[config.mk]
export PLATFORM = sky130hd
export DESIGN_NAME = fetch_redirect_ctrl
export DESIGN_NICKNAME = d
export VERILOG_FILES = /design/src/rtl/fetch_redirect_pkg.sv /design/src/rtl/fetch_redirect_cause.sv /design/src/rtl/fetch_slot_squash.sv /design/src/rtl/fetch_redirect_ctrl.sv
export SDC_FILE = /design/constraint.sdc
export NUM_CORES = 1
export LEC_CHECK = 0
export BUFFER_PORTS_ARGS = -buffer_cell sky130_fd_sc_hd__buf_2
export CAP_MARGIN = 10
export CORE_MARGIN = 4
export CORE_UTILIZATION = 48
export CTS_BUF_LIST = sky130_fd_sc_hd__clkbuf_16
export DETAILED_ROUTE_END_ITERATION = 10
export PLACE_DENSITY = 0.8
export SLEW_MARGIN = 25
export SYNTH_ARGS = -nofsm -noshare
export SYNTH_HDL_FRONTEND = slang
export SYNTH_SLANG_ARGS = --single-unit
[constraint.sdc]
create_clock -name clk -period 3.6 [get_ports clk]
set_input_delay 0.54 -clock clk [delete_from_list [all_inputs] [get_ports clk]]
set_output_delay 0.54 -clock clk [all_outputs]
set_load 0.01 [all_outputs]
[src/rtl/fetch_redirect_pkg.sv]
package fetch_redirect_pkg;
    // Reason the fetch stream leaves the sequential path this cycle.
    typedef enum logic [1:0] {
        CAUSE_NONE   = 2'd0,
        CAUSE_FAULT  = 2'd1,
        CAUSE_IRQ    = 2'd2,
        CAUSE_BRANCH = 2'd3
    } redirect_cause_e;
endpackage

[src/rtl/fetch_redirect_cause.sv]
module fetch_redirect_cause
    import fetch_redirect_pkg::*;
#(
    parameter int OPND_W = 32
) (
    input  logic              slot_killed,
    input  logic              bad_op,
    input  logic              irq,
    input  logic              is_branch,
    input  logic              br_if_zero,
    input  logic [OPND_W-1:0] operand,
    output redirect_cause_e   cause
);
    logic opnd_zero;

    always_comb begin
        opnd_zero = (operand == '0);
        cause     = CAUSE_NONE;
        // Priority: fault over interrupt over branch; a squashed slot raises nothing.
        if (!slot_killed) begin
            if (bad_op) begin
                cause = CAUSE_FAULT;
            end else if (irq) begin
                cause = CAUSE_IRQ;
            end else if (is_branch && (opnd_zero == br_if_zero)) begin
                cause = CAUSE_BRANCH;
            end
        end
    end
endmodule

[src/rtl/fetch_slot_squash.sv]
module fetch_slot_squash
    import fetch_redirect_pkg::*;
#(
    parameter int ADDR_W   = 32,
    parameter int IDX_W    = 5,
    parameter int LINK_IDX = 30,
    parameter int SINK_IDX = 31,
    parameter int PC_STEP  = 4
) (
    input  logic              slot_killed,
    input  redirect_cause_e   cause,
    input  logic              rf_we_req,
    input  logic              mem_we_req,
    input  logic [IDX_W-1:0]  dest_req,
    input  logic [ADDR_W-1:0] slot_pc,
    output logic              rf_we,
    output logic              mem_we,
    output logic [IDX_W-1:0]  dest,
    output logic              link_sel,
    output logic [ADDR_W-1:0] link_data
);
    localparam logic [IDX_W-1:0]  LINK_A = IDX_W'(LINK_IDX);
    localparam logic [IDX_W-1:0]  SINK_A = IDX_W'(SINK_IDX);
    localparam logic [ADDR_W-1:0] STEP_A = ADDR_W'(PC_STEP);

    logic forced_call;

    always_comb begin
        forced_call = (cause == CAUSE_FAULT) || (cause == CAUSE_IRQ);
        link_data   = slot_pc + STEP_A;
        link_sel    = 1'b0;
        rf_we       = rf_we_req;
        mem_we      = mem_we_req;
        dest        = dest_req;
        if (slot_killed) begin
            // Injected no-op: targets the discard register, writes nothing.
            rf_we  = 1'b0;
            mem_we = 1'b0;
            dest   = SINK_A;
        end else if (forced_call) begin
            // Replace the instruction with a write of the return address.
            rf_we    = 1'b1;
            mem_we   = 1'b0;
            dest     = LINK_A;
            link_sel = 1'b1;
        end
    end
endmodule

[src/rtl/fetch_redirect_ctrl.sv]
module fetch_redirect_ctrl
    import fetch_redirect_pkg::*;
#(
    parameter int ADDR_W    = 32,
    parameter int OPND_W    = 32,
    parameter int IDX_W     = 5,
    parameter int PC_STEP   = 4,
    parameter int RESET_PC  = 0,
    parameter int FAULT_VEC = 4,
    parameter int IRQ_VEC   = 8,
    parameter int LINK_IDX  = 30,
    parameter int SINK_IDX  = 31
) (
    input  logic              clk,
    input  logic              rst_n,
    input  logic              slot_is_branch_i,
    input  logic              slot_br_if_zero_i,
    input  logic [OPND_W-1:0] slot_operand_i,
    input  logic [ADDR_W-1:0] slot_target_i,
    input  logic              slot_bad_op_i,
    input  logic              irq_i,
    input  logic              slot_rf_we_req_i,
    input  logic              slot_mem_we_req_i,
    input  logic [IDX_W-1:0]  slot_dest_i,
    output logic [ADDR_W-1:0] fetch_pc_o,
    output logic              annul_o,
    output logic              slot_rf_we_o,
    output logic              slot_mem_we_o,
    output logic [IDX_W-1:0]  slot_dest_o,
    output logic              link_sel_o,
    output logic [ADDR_W-1:0] link_data_o
);
    localparam logic [ADDR_W-1:0] STEP_A  = ADDR_W'(PC_STEP);
    localparam logic [ADDR_W-1:0] RESET_A = ADDR_W'(RESET_PC);
    localparam logic [ADDR_W-1:0] FAULT_A = ADDR_W'(FAULT_VEC);
    localparam logic [ADDR_W-1:0] IRQ_A   = ADDR_W'(IRQ_VEC);

    typedef struct packed {
        logic [ADDR_W-1:0] pc;          // address in fetch
        logic [ADDR_W-1:0] slot_pc;     // address of register-stage instruction
        logic              slot_killed; // register-stage instruction squashed
    } state_t;

    state_t          state_d, state_q;
    redirect_cause_e cause;

    fetch_redirect_cause #(
        .OPND_W (OPND_W)
    ) i_cause (
        .slot_killed (state_q.slot_killed),
        .bad_op      (slot_bad_op_i),
        .irq         (irq_i),
        .is_branch   (slot_is_branch_i),
        .br_if_zero  (slot_br_if_zero_i),
        .operand     (slot_operand_i),
        .cause       (cause)
    );

    fetch_slot_squash #(
        .ADDR_W   (ADDR_W),
        .IDX_W    (IDX_W),
        .LINK_IDX (LINK_IDX),
        .SINK_IDX (SINK_IDX),
        .PC_STEP  (PC_STEP)
    ) i_squash (
        .slot_killed (state_q.slot_killed),
        .cause       (cause),
        .rf_we_req   (slot_rf_we_req_i),
        .mem_we_req  (slot_mem_we_req_i),
        .dest_req    (slot_dest_i),
        .slot_pc     (state_q.slot_pc),
        .rf_we       (slot_rf_we_o),
        .mem_we      (slot_mem_we_o),
        .dest        (slot_dest_o),
        .link_sel    (link_sel_o),
        .link_data   (link_data_o)
    );

    always_comb begin
        state_d             = state_q;
        state_d.slot_pc     = state_q.pc;
        state_d.slot_killed = (cause != CAUSE_NONE);
        case (cause)
            CAUSE_FAULT:  state_d.pc = FAULT_A;
            CAUSE_IRQ:    state_d.pc = IRQ_A;
            CAUSE_BRANCH: state_d.pc = slot_target_i;
            default:      state_d.pc = state_q.pc + STEP_A;
        endcase
    end

    always_ff @(posedge clk) begin
        if (!rst_n) begin
            state_q.pc          <= RESET_A;
            state_q.slot_pc     <= RESET_A;
            state_q.slot_killed <= 1'b1;
        end else begin
            state_q <= state_d;
        end
    end

    assign fetch_pc_o = state_q.pc;
    assign annul_o    = state_q.slot_killed;

    // Assertions
    assert_reset_state_R1: assert property (@(posedge clk)
        $past(!rst_n) |-> (fetch_pc_o == RESET_A) && annul_o);

    assert_seq_step_R2: assert property (@(posedge clk) disable iff (!rst_n)
        (!link_sel_o && !(slot_is_branch_i && !annul_o)) |=>
        (fetch_pc_o == $past(fetch_pc_o) + STEP_A));

    assert_slot_squashed_R4: assert property (@(posedge clk) disable iff (!rst_n)
        annul_o |-> (!slot_rf_we_o && !slot_mem_we_o && slot_dest_o == IDX_W'(SINK_IDX)));

    assert_fault_vector_R5: assert property (@(posedge clk) disable iff (!rst_n)
        (!annul_o && slot_bad_op_i) |=> (fetch_pc_o == FAULT_A) && annul_o);

    assert_irq_vector_R6: assert property (@(posedge clk) disable iff (!rst_n)
        (!annul_o && !slot_bad_op_i && irq_i) |=> (fetch_pc_o == IRQ_A) && annul_o);

    assert_killed_inert_R8: assert property (@(posedge clk) disable iff (!rst_n)
        annul_o |=> (fetch_pc_o == $past(fetch_pc_o) + STEP_A) && !annul_o);
endmodule

==> results.yml, run 1 <==
outcome:
  run_status: "finished, final reports clean"
sta:
  timing.setup.tns_ps: 0
  slew_violations: 0
  skew_ps: 5.968
  number_of_setup_violations_in_the_final_report: 0
  finalHoldViolCount: 0
  period_utilization: 0.9059
  unrepaired_setup_endpoints_after_global_routing: "no"
  fmaxAchievable_mhz: 306.6
  final.min_clock_period_ps: 3261
  slew_headroom: 0.4383
  worst-slew-pin-transition_ps: 842.5
worst_setup_path:
  worstReg2RegEnd: "fetch_pc_o[14]"
  r2r_start: "annul_o"
  data_required_time_at_the_worst_endpoint_ps: 3060
  startpoint_type: "input pin"
  critPathCaptureType: "primary output"
  timing_worst_setup_path_type: "in2out"
  worst_ep_arrival_time_ps: 2720
  critPathSlowestCell: "sky130_fd_sc_hd__mux2_2"
  worst_r2r_path_depth: 8
  worst-path-max-fanout: 6
  critical_path.max_stage_delay_ps: 380
  crit_path_frequent_cell: "sky130_fd_sc_hd__buf_2"
  crit_path_cells: "buf_2, nor4_1, nand4_1, nor2_1, mux2_2, a21oi_1, ha_1, or3_1, buf_2"
  r2r_setup_slack_ps: 1060
layout:
  post_route_cells_drive_above_1_share: 0.3252
  mostFrequentLayoutCells: "sky130_fd_sc_hd__buf_2 (149), sky130_fd_sc_hd__dfxtp_1 (65), sky130_fd_sc_hd__nand2_1 (43), sky130_fd_sc_hd__and2_1 (33), sky130_fd_sc_hd__xor2_1 (30)"
  stdcell_area_mm2: 0.004407
  antenna_cells: 0
  final_net_count: 614
  utilization: 0.6043
  flow.area_growth_from_synthesis_pct: 21.83
  fin_cells: 634
  layout.cells.most_common: "sky130_fd_sc_hd__buf_2"
drt:
  drcViolationCount: 0
  route.detailed.wl_per_inst_um: 14.13
  detail-route-antenna-nets: 0
  post_drt_via_cell_ratio: 5.175
  wl_mm: 8.961
  dr_total_vias: 3281
  firstDrtPassIters: 4
  initialDrtViolationCount: 128
synth:
  syn_area_per_cell_um2: 8.633
  flop_and_latch_count_out_of_synthesis: 65
  synth.lib_cells_used.distinct: 41
  synth_sequential_area_ratio: 0.3597
  synth_cell_area_mm2: 0.003617
  postSynth.topFlopCell: "sky130_fd_sc_hd__dfxtp_1"
  synth.net_count: 503
  synth.yosys.warnings: 0
  synth_cells: 419
  synth_edf_count: 0
  async_reset_ff_frac: 0
place:
  hpwlAfterDp_mm: 6.872
  gp_congestion: 0.8062
  dpl-instance-area_mm2: 0.004144
  dp_cells: 618
  numPortBuffers: 149
cts:
  hold_buffers: 0
  clock_insertion_delay_worst_skew_ps: 320
  clock_sink_count: 65
  tritoncts: "built"
  htree_levels: 3
  cts.repair_timing.setup_buffer_count: 0
  cts-resized-gates: 0
  worst_setup_hold_path_clk_slew_ps: 50
  cts_max_path_buffers: 2
  root_buffer: "sky130_fd_sc_hd__clkbuf_16"
  tritoncts.num_buffers: 9
floorplanning:
  die-width_um: 94.81
  die_h_um: 94.81
  placement_rows: 31
  floorplan.initialDensity: 0.4961
  core_area_mm2: 0.007292
  floorplan.io_pins: 150
  die_area_mm2: 0.008989
worst_hold_path:
  hold_path.class: "in2reg"
  hold_path_end: "fetch_pc_o[23]"
  whs_path_depth: 3
  hold_path_startpoint: "slot_target_i[23]"
pwr:
  design_power_total_mw: 1.647
  ir_drop_v: 0.0002596
  static-leakage-power_nw: 2.028
  power.density_mw_per_mm2: 373.6
global_route:
  track_usage: 0.2058
  antenna_found_initial: 0
  first_global_vias: 3241
  grt_overflow: 0
  pin_count_of_the_biggest_net_entering_global_routing: 38
  grt_pass1_wl_mm: 14.75
job:
  timing.max_cap.violations: 0
registers in the layout, summed over array words and instances, names as in the netlist:
signal,flops
annul_o,1
state_q,32
fetch_pc_o,32
routing by layer:
metal | vias to the layer above | GRT usage | share of wire
met4 | 0 | 0.07452 | 0.010
met2 | 130 | 0.3600 | 0.50
met5 | - | 0 | 0
met1 | 1517 | 0.2535 | 0.42
met3 | 7 | 0.03347 | 0.075
li1 | 1627 | - | -
layout make-up:
class / instances / area (um2)
Sequential cell: 65 / 1301
Tap cell: 99 / 123.9
Multi-Input combinational cell: 295 / 1924
Clock buffer: 9 / 225.2
Timing Repair Buffer: 152 / 768.2
Inverter: 7 / 26.28
Clock inverter: 7 / 37.54
Fill cell: 710 / 2885
Yosys cell counts (4+ instances only):
cell type | n | area (um2)
sky130_fd_sc_hd__buf_4 | 35 | 262.8
sky130_fd_sc_hd__a22oi_1 | 8 | 60.06
sky130_fd_sc_hd__nor2b_1 | 9 | 56.30
sky130_fd_sc_hd__xnor2_1 | 26 | 227.7
sky130_fd_sc_hd__nand4_1 | 23 | 143.9
sky130_fd_sc_hd__xor2_1 | 30 | 262.8
sky130_fd_sc_hd__ha_1 | 7 | 87.58
sky130_fd_sc_hd__and3_1 | 7 | 43.79
sky130_fd_sc_hd__nor4_1 | 11 | 68.82
sky130_fd_sc_hd__inv_1 | 7 | 26.28
sky130_fd_sc_hd__clkbuf_1 | 8 | 30.03
sky130_fd_sc_hd__or3_1 | 4 | 25.02
sky130_fd_sc_hd__nand3_1 | 24 | 120.1
sky130_fd_sc_hd__dfxtp_1 | 65 | 1301
sky130_fd_sc_hd__buf_6 | 4 | 45.04
sky130_fd_sc_hd__nor2_1 | 13 | 48.80
sky130_fd_sc_hd__and4_1 | 7 | 61.31
sky130_fd_sc_hd__a21oi_1 | 7 | 35.03
sky130_fd_sc_hd__o21ai_0 | 18 | 90.09
sky130_fd_sc_hd__nand2_1 | 43 | 161.4
sky130_fd_sc_hd__nor3_1 | 4 | 20.02
sky130_fd_sc_hd__and2_1 | 33 | 206.5
cell families after synthesis:
logic type                 count (synthesis)  share of synthesized area
muxes                                      2                   0.005880
buffers and inverters                     59                     0.1083
AOI/OAI and AO/OA                         40                    0.06503
xor gates and xnor gates                  56                     0.1356
and+or+nand+nor                          190                     0.3013
DFF                                       65                     0.3597
adders and majority gates                  7                    0.02421
worst max path at each step:
stage                             startpoint        endpoint  slack (ps)  cells past startpoint
after floorplan           slot_operand_i[24]  slot_dest_o[1]         710                      7
after detailed placement  slot_operand_i[17]  slot_dest_o[2]         300                      9
after CTS                 slot_operand_i[17]  slot_dest_o[2]         300                      9
after global routing      slot_operand_i[28]  slot_dest_o[4]         110                      9
final                      slot_operand_i[5]  slot_dest_o[2]         340                      9
after global placement    slot_operand_i[24]  slot_dest_o[4]         410                      9
where the power goes:
part	internal [mW]	total, mW	switching [mW]
Clock	0.455	0.754	0.299
Combinational	0.0689	0.143	0.0744
Sequential	0.732	0.749	0.0167
Total	1.26	1.65	0.390
per-stage QoR:
stage / hold slack, ps / worst slack, ps
after floorplan: 454.4 / 713.3
after global placement: 461.8 / 412.3
after detailed placement: 479.5 / 302.2
after CTS: 404.6 / 300.2
after global routing: 424.0 / 113.4
final: 414.3 / 338.9
worst max-delay path: cells and delay by family:
kind | cells | cell delay (ps)
adder cells (fa/ha/maj) | 1 | 340
buffers and inverters | 2 | 240
AO/OA/AOI/OAI | 1 | 250
AND/OR/NAND/NOR | 4 | 960
multiplexers | 1 | 380
Power figures use the tool's default switching activity.
==> run 2, diff against run 1 <==
--- a/config.mk
+++ b/config.mk
@@ -8,10 +8,10 @@
 export BUFFER_PORTS_ARGS = -buffer_cell sky130_fd_sc_hd__buf_2
 export CAP_MARGIN = 10
 export CORE_MARGIN = 4
-export CORE_UTILIZATION = 48
+export CORE_UTILIZATION = 44
 export CTS_BUF_LIST = sky130_fd_sc_hd__clkbuf_16
 export DETAILED_ROUTE_END_ITERATION = 10
-export PLACE_DENSITY = 0.8
+export PLACE_DENSITY = 0.77
 export SLEW_MARGIN = 25
 export SYNTH_ARGS = -nofsm -noshare
 export SYNTH_HDL_FRONTEND = slang
==> constraint.sdc (replaced) <==
create_clock -name clk -period 2.8 [get_ports clk]
set_input_delay 0.42 -clock clk [delete_from_list [all_inputs] [get_ports clk]]
set_output_delay 0.42 -clock clk [all_outputs]
set_load 0.01 [all_outputs]
==> run 2 against run 1 <==
Compared with the run above:
- sequential share of layout area is 1.4 points lower
- hold slack worse by 120 ps
- final area is 4.8% higher
- count of clock-buffer cells in the layout stayed put
- utilization is 1.6 points lower
- flip-flop and latch count stayed put
- clock skew hardly changed
- global-route usage is 1.9 points lower
- largest cell class unchanged
==> results.yml, run 2 (same netlist as run 1, synthesis figures left out) <==
floorplanning:
  core_area_mm2: 0.007848
  floorplan.io_pins: 150
  die_h_um: 98.67
  placement_rows: 32
  die_area_mm2: 0.009736
  die-width_um: 98.67
  floorplan.initialDensity: 0.4609
pwr:
  design_power_total_mw: 2.242
  static-leakage-power_nw: 2.105
  ir_drop_v: 0.0002820
  power.density_mw_per_mm2: 485.6
cts:
  hold_buffers: 0
  cts_max_path_buffers: 2
  htree_levels: 3
  clock_insertion_delay_worst_skew_ps: 320
  tritoncts: "built"
  tritoncts.num_buffers: 9
  clock_sink_count: 65
  root_buffer: "sky130_fd_sc_hd__clkbuf_16"
  worst_setup_hold_path_clk_slew_ps: 60
layout:
  post_route_cells_drive_above_1_share: 0.3562
  fin_cells: 641
  mostFrequentLayoutCells: "sky130_fd_sc_hd__buf_2 (144), sky130_fd_sc_hd__dfxtp_1 (65), sky130_fd_sc_hd__nand2_1 (43), sky130_fd_sc_hd__and2_1 (33), sky130_fd_sc_hd__xor2_1 (30)"
  n_fill_cell: 728
  antenna_cells: 0
  layout.cells.most_common: "sky130_fd_sc_hd__buf_2"
  flow.area_growth_from_synthesis_pct: 27.67
  final_net_count: 619
  stdcell_area_mm2: 0.004618
worst_hold_path:
  hold_path.class: "in2reg"
  whs_path_depth: 3
global_route:
  antenna_found_initial: 0
  pin_count_of_the_biggest_net_entering_global_routing: 47
  grt_overflow: 0
  track_usage: 0.1868
  grt_pass1_wl_mm: 14.93
  first_global_vias: 3185
worst_setup_path:
  critical_path_depth: 9
  worst_r2r_path_depth: 10
  data_required_time_at_the_worst_endpoint_ps: 2380
  worst-path-max-fanout: 6
  crit_path_frequent_cell: "sky130_fd_sc_hd__buf_2"
  timing_worst_setup_path_type: "in2out"
  critical_path.max_stage_delay_ps: 340
  timing.critical_path.buf_inv: 2
  critPathCaptureType: "primary output"
  kind_of_cell_adding_the_most_delay_to_the_critical_path: "simple AND/OR/NAND/NOR gates"
  startpoint_type: "input pin"
  worst_ep_arrival_time_ps: 2350
  crit_path_cells: "buf_2, nor4_2, nand4_1, nor2_2, mux2_4, a21oi_4, ha_4, or3_1, buf_2"
  critPathSlowestCell: "sky130_fd_sc_hd__mux2_4"
drt:
  detail-route-antenna-nets: 0
  drcViolationCount: 0
  detailroute.wirelength.met3_um: 497
  routed-wl-met2_mm: 4.921
  initialDrtViolationCount: 133
  dr_total_vias: 3312
  post_drt_via_cell_ratio: 5.167
  route.detailed.wl_per_inst_um: 14.98
  top_layer: "met4"
  firstDrtPassIters: 4
  routedLengthMet1_mm: 4.068
  wl_mm: 9.599
sta:
  fmaxAchievable_mhz: 361.0
  slew_headroom: 0.5661
  setup_slack_ps: 30.26
  skew_ps: 6.345
  finalHoldWorstSlack_ps: 295.5
  finalHoldViolCount: 0
  unrepaired_setup_endpoints_after_global_routing: "yes"
  period_utilization: 0.9892
  worst-slew-pin-transition_ps: 650.8
  number_of_setup_violations_in_the_final_report: 0
  slew_violations: 0
  final.min_clock_period_ps: 2770
place:
  numPortBuffers: 149
  dp_cells: 623
  hpwlAfterDp_mm: 6.939
  gp_congestion: 0.8727
  place_ws_ps: -169.8
  dpl-instance-area_mm2: 0.004188
outcome:
  run_status: "finished, final reports clean"
job:
  timing.max_cap.violations: 0
==> run 2: cell count changes in the layout (fill, tap and decap cells not counted), sizes merged <==
cell / delta
buf: +5
clkinvlp: -2
bufinv: +1
==> run 2: what timing repair did <==
item                                    CTS  global route
pin swaps                                 3            13
setup buffers                             0             3
resized for setup                         7            13
endpoints found under the setup margin    5             7
==> run 2: report_power, final <==
group          total [mW]  internal [mW]  switching [mW]
sequential          0.963          0.941          0.0215
combinational       0.213          0.105           0.107
clock                1.07          0.678           0.389
==> run 2: path summary, 6_finish.rpt <==
check                startpoint             end  slack, ps
max          slot_operand_i[25]  slot_dest_o[3]         30
min           slot_target_i[27]  fetch_pc_o[27]        300
max reg2reg             annul_o  fetch_pc_o[11]        560
min reg2reg       fetch_pc_o[1]      state_q[2]        490
==> run 2: cell type report <==
cell class | count | area [um2] | share of cell area
clock inverters | 6 | 60.06 | 0.01300
clock buffers | 9 | 225.2 | 0.04877
inverters | 7 | 26.28 | 0.005690
repair buffers | 157 | 862.1 | 0.1867
multi-input cells | 295 | 2016 | 0.4365
well taps | 102 | 127.6 | 0.02763
flip-flops and latches | 65 | 1301 | 0.2818
==> run 2: layer usage <==
layer	GRT usage	up-vias
li1	-	1640
met1	0.2279	1555
met2	0.3266	108
met3	0.04459	9
met4	0.05462	0
met5	0	-
==> run 2: tightest hold or removal path, cell delays in order <==
cell,delay [ps]
sky130_fd_sc_hd__buf_2,70
sky130_fd_sc_hd__nand2_1,30
sky130_fd_sc_hd__o21ai_0,50
==> run 2: metrics by stage <==
| step | utilization | setup TNS, ps |
|---|---|---|
| after floorplan | - | 0 |
| after global placement | 0.5336 | -205.6 |
| after detailed placement | 0.5336 | -675.5 |
| after CTS | 0.5757 | 0 |
| after global routing | 0.5885 | -160.6 |
| final | 0.5885 | 0 |
